$ cat config.mk
export PLATFORM = sky130hd
export DESIGN_NAME = latched_line_decoder
export DESIGN_NICKNAME = d
export VERILOG_FILES = /design/src/rtl/latched_dec_pkg.sv /design/src/rtl/addr_hold.sv /design/src/rtl/line_decode.sv /design/src/rtl/out_gate.sv /design/src/rtl/latched_line_decoder.sv
export SDC_FILE = /design/constraint.sdc
export NUM_CORES = 1
export LEC_CHECK = 0
export ABC_AREA = 0
export CAP_MARGIN = 20
export CORE_AREA = 2 2 39 41
export DETAILED_ROUTE_END_ITERATION = 8
export DIE_AREA = 0 0 41 43
export DONT_BUFFER_PORTS = 1
export GPL_TIMING_DRIVEN = 1
export PLACE_DENSITY = 0.74
export SYNTH_ARGS = -nofsm -noshare
export SYNTH_HDL_FRONTEND = slang
export SYNTH_SLANG_ARGS = --single-unit
$ cat constraint.sdc
create_clock -name clk -period 2.7 [get_ports clk]
set_input_delay 0.135 -clock clk [delete_from_list [all_inputs] [get_ports clk]]
set_output_delay 0.135 -clock clk [all_outputs]
set_load 0.02 [all_outputs]
$ cat src/rtl/latched_dec_pkg.sv
package latched_dec_pkg;
  function automatic int unsigned line_count(input int unsigned aw);
    return 32'd1 << aw;
  endfunction
endpackage

$ cat src/rtl/addr_hold.sv
module addr_hold #(
  parameter int ADDR_W = 4
) (
  input  logic              clk,
  input  logic              rst,
  input  logic              hold_en,
  input  logic [ADDR_W-1:0] addr_in,
  output logic [ADDR_W-1:0] held,
  output logic [ADDR_W-1:0] eff_addr
);
  always_ff @(posedge clk) begin
    if (rst)          held <= '0;
    else if (hold_en) held <= addr_in;
  end

  // transparent path while hold_en is high
  always_comb eff_addr = hold_en ? addr_in : held;

  assert_hold_stable_R3: assert property (@(posedge clk) disable iff (rst)
    !hold_en |=> $stable(held));
  assert_capture_R8: assert property (@(posedge clk) disable iff (rst)
    hold_en |=> held == $past(addr_in));
endmodule

$ cat src/rtl/line_decode.sv
module line_decode #(
  parameter int ADDR_W = 4,
  localparam int LINES = latched_dec_pkg::line_count(ADDR_W)
) (
  input  logic [ADDR_W-1:0] addr,
  output logic [LINES-1:0]  hot
);
  for (genvar i = 0; i < LINES; i++) begin : g_line
    assign hot[i] = (addr == ADDR_W'(i));
  end

  always_comb assert_hot_R2: assert ($onehot(hot));
endmodule

$ cat src/rtl/out_gate.sv
module out_gate #(
  parameter int ADDR_W = 4,
  localparam int LINES = latched_dec_pkg::line_count(ADDR_W)
) (
  input  logic              clk,
  input  logic              rst,
  input  logic              en_n,
  input  logic [ADDR_W-1:0] addr,
  input  logic [LINES-1:0]  hot,
  output logic [LINES-1:0]  sel_n
);
  always_ff @(posedge clk) begin
    if (rst)       sel_n <= '1;
    else if (en_n) sel_n <= '1;
    else           sel_n <= ~hot;
  end

  assert_one_low_R6: assert property (@(posedge clk) disable iff (rst)
    $onehot0(~sel_n));
  assert_disabled_R4: assert property (@(posedge clk) disable iff (rst)
    en_n |=> &sel_n);
  assert_selected_R2: assert property (@(posedge clk) disable iff (rst)
    !en_n |=> !sel_n[$past(addr)]);
endmodule

$ cat src/rtl/latched_line_decoder.sv
module latched_line_decoder #(
  parameter int ADDR_W = 4,
  localparam int LINES = latched_dec_pkg::line_count(ADDR_W)
) (
  input  logic              clk,
  input  logic              rst,
  input  logic [ADDR_W-1:0] addr_in,
  input  logic              hold_en,
  input  logic              en_n,
  output logic [LINES-1:0]  sel_n,
  output logic [ADDR_W-1:0] held_addr
);
  logic [ADDR_W-1:0] eff_addr;
  logic [LINES-1:0]  hot;

  addr_hold #(.ADDR_W(ADDR_W)) u_hold (
    .clk(clk), .rst(rst), .hold_en(hold_en), .addr_in(addr_in),
    .held(held_addr), .eff_addr(eff_addr)
  );

  line_decode #(.ADDR_W(ADDR_W)) u_dec (.addr(eff_addr), .hot(hot));

  out_gate #(.ADDR_W(ADDR_W)) u_gate (
    .clk(clk), .rst(rst), .en_n(en_n), .addr(eff_addr), .hot(hot), .sel_n(sel_n)
  );

  assert_en_ignored_R5: assert property (@(posedge clk) disable iff (rst)
    (!hold_en && $changed(en_n)) |=> $stable(held_addr));
  assert_demux_R7: assert property (@(posedge clk) disable iff (rst)
    !hold_en |=> sel_n[held_addr] == $past(en_n));
endmodule

==> run_results.csv <==
group,metric,value,unit
place,port_buffers,0,
logic_synthesis,synth-edff-count,0,
cts,clk_latency,0.29,ns
cts,cts_tree,"done",
critical_path,required,2.87,ns
global_routing,grt_max_degree,13,
timing,finClkSkew,0.001832,ns
timing,setup_slack,1.325,ns
cts,cts.clk_slew.worst_paths,0.11,ns
power,total_power,0.0005863,W
logic_synthesis,synth_warnings,0,
place,place.gp.congestion,0.8001,
critical_path,reg2reg_slack,1.32,ns
final_layout,multiInputGateArea,246.5,sq um
global_routing,grt_usage,16.43,%
logic_synthesis,ys_seq_area_share,59.81,%
cts,cts-root-buf,"clkbuf_4",
critical_path,cp.arrival,1.55,ns
logic_synthesis,synth_top_area_cell,"dfxtp_1",
power,p_per_area,784.9,nW/um^2
place,dp_hpwl,839,um
timing,max_freq,0.7272,GHz
final_layout,drive_gt1_share,15.38,%
power,switching_share,20.56,%
logic_synthesis,mappedNetlistNets,69,
job,drv_cap,0,
critical_path,rr_endpoint,"u_gate.sel_n[7]",
critical_path,startpoint,"u_hold.held[0]",
routing,vias,459,
die,core,1384,sq um
final_layout,area.sequential,400.4,sq um
global_routing,grt-ovfl-total,0,
cts,ctsHtreeMaxLevel,1,
timing,worstMarginPinSlew,0.6054,ns
timing,final.setup.tns,0,ns
die,die_h,43,um
routing,post_drt_wl_per_cell,14.44,um
timing,setup_viol,0,
routing,drt_iter0_markers,13,
critical_path,start_kind,"flop",
cts,cts_buffers,3,
die,row_count,14,
power,p_clk_share,40.2,%
critical_path,worstPathMaxFanout,4,
logic_synthesis,syn_area,669.4,sq um
power,p_sw,0.0001205,W
timing,fin_crit_sh,50.93,%
critical_path,r2r_cells,3,
final_layout,area_delta_synth_final,11.59,%
logic_synthesis,yosys.area.top_type_share,59.81,%
critical_path,cp-end-kind,"flop",
routing,vias_per_cell,5.667,
die,initial_utilization,48.37,%
timing,whs,0.01994,ns
logic_synthesis,synth.distinct_cells,18,
timing,hold_viol,0,
global_routing,first_global_vias,428,
critical_path,critPathKind,"reg -> reg",
power,irDropWorstVdd,0.4471,mV
logic_synthesis,synthTopCellsByArea,"dfxtp_1 (60%), nand2_1 (8.4%), nor4_2 (5.6%)",
cts,clk_path_buf_depth,2,
outcome,status,"completed",
routing,drt_wl_total,1170,um
logic_synthesis,ys_ff_latch,20,
die,die_x,41,um
die,dieArea,1763,sq um
min_path,hold_path.class,"in -> reg",
global_routing,grt_pass1_wl,1932,um
power,p_int,0.0004658,W
power,cellLeakagePower,0.2652,nW
global_routing,antenna_found_initial,0,
routing,drc,0,
power,p_seq_share,53.5,%
cts,cts_setup_buffers,0,
timing,post-route-min-period,1.375,ns
logic_synthesis,syn_inst,61,
place,dpl_worst_slack,1.353,ns
logic_synthesis,syn_area_per_cell,10.97,sq um
final_layout,fin_nets,74,
cts,cts.sinks,20,
logic_synthesis,synthFlopType,"dfxtp_1",
critical_path,cp-endpoint,"u_gate.sel_n[7]",
timing,slew_headroom,59.51,%
timing,slew_violations,0,
power,comb_power_share,6.3,%
final_layout,nFillCells,131,
routing,drtPass1Iterations,4,
critical_path,timing.rr.start,"u_hold.held[0]",
logic_synthesis,synth.most_common_cell,"dfxtp_1",
final_layout,diodes,0,
routing,ant_nets,0,
logic_synthesis,postSynth.asyncResetShare,0,%
die,io_pins,28,
logic_synthesis,synth_common_cells,"dfxtp_1 (20), nand2_1 (15), mux2i_1 (3), nor2_1 (3), nor4_2 (3)",
timing,rsz0062_at_grt,"false",
## registers in the layout, indices dropped and copies added, names as in the netlist
name	count
u_gate.sel_n	16
u_hold.held	4
## layout make-up
cell class                 instances  share of cell area [%]
sequential                        20                   53.60
multi-input combinational         37                   33.00
clock inverter                     1                   4.020
clock buffer                       3                   3.015
timing repair buffer               2                   2.680
tap                               16                   2.680
inverter                           2                   1.005
## placed cells by master (no fill, tap or decap), drive strengths merged
master	Yosys	layout
nand2b	1	1
nor3	1	1
or2b	1	1
a21oi	1	1
nand2	15	15
nor2	3	3
mux2	2	2
o22ai	2	2
clkbuf	1	3
o32ai	2	2
bufinv	0	1
dfxtp	20	20
nand3	2	2
nor4	4	4
mux2i	3	3
inv	2	2
dlygate4sd3	0	2
## worst max-delay path, stage by stage, from the launching register on
cell	delay (ns)
dfxtp_1	0.48
mux2i_1	0.22
nor4_2	0.44
nand2_1	0.11
## timing repair
action | in CTS | in global routing
gates resized for setup | 0 | 0
hold buffers | 2 | 0
endpoints found under the hold margin | 20 | 0
## per-stage QoR
stage / instance area (sq um) / instances / util, %
after floorplan: 669.4 / 61 / -
after global placement: 674.4 / 75 / 48.73
after detailed placement: 674.4 / 75 / 48.73
after CTS: 747.0 / 81 / 53.98
after global routing: 747.0 / 81 / 53.98
final: 747.0 / 81 / 53.98
## power by group through the flow
stage	Clock, W	Combinational (W)	Sequential [W]
floorplan	0	0.0000311	0.000320
global placement	0	0.0000295	0.000320
detailed placement	0	0.0000301	0.000321
CTS	0.000240	0.0000366	0.000314
global route	0.000252	0.0000407	0.000315
finish	0.000236	0.0000367	0.000314
## cell families (layout without fill, tap and decap cells)
kind of cell,count (synthesis),in the layout,share of synthesized area [%]
flops,20,20,59.81
buf+inv,4,8,3.364
mux,5,5,8.411
compound gates,5,5,5.233
simple gates,27,27,23.18
## worst min-delay path by stage
stage,start,end,slack [ns],depth (start not counted)
after floorplan,en_n,u_gate.sel_n[1],0.24,2
after global placement,rst,u_hold.held[3],0.21,1
after detailed placement,rst,u_hold.held[3],0.21,1
after CTS,addr_in[2],u_hold.held[2],0.01,2
after global routing,addr_in[2],u_hold.held[2],0.02,2
final,addr_in[2],u_hold.held[2],0.02,2
## per-layer routing
layer / wire, um / track usage, %
met5: 0 / 0
met4: 36 / 10.67
met3: 133 / 6.283
met2: 557 / 21.25
met1: 444 / 21.93
Note: power is estimated with default switching activity, not from simulation.
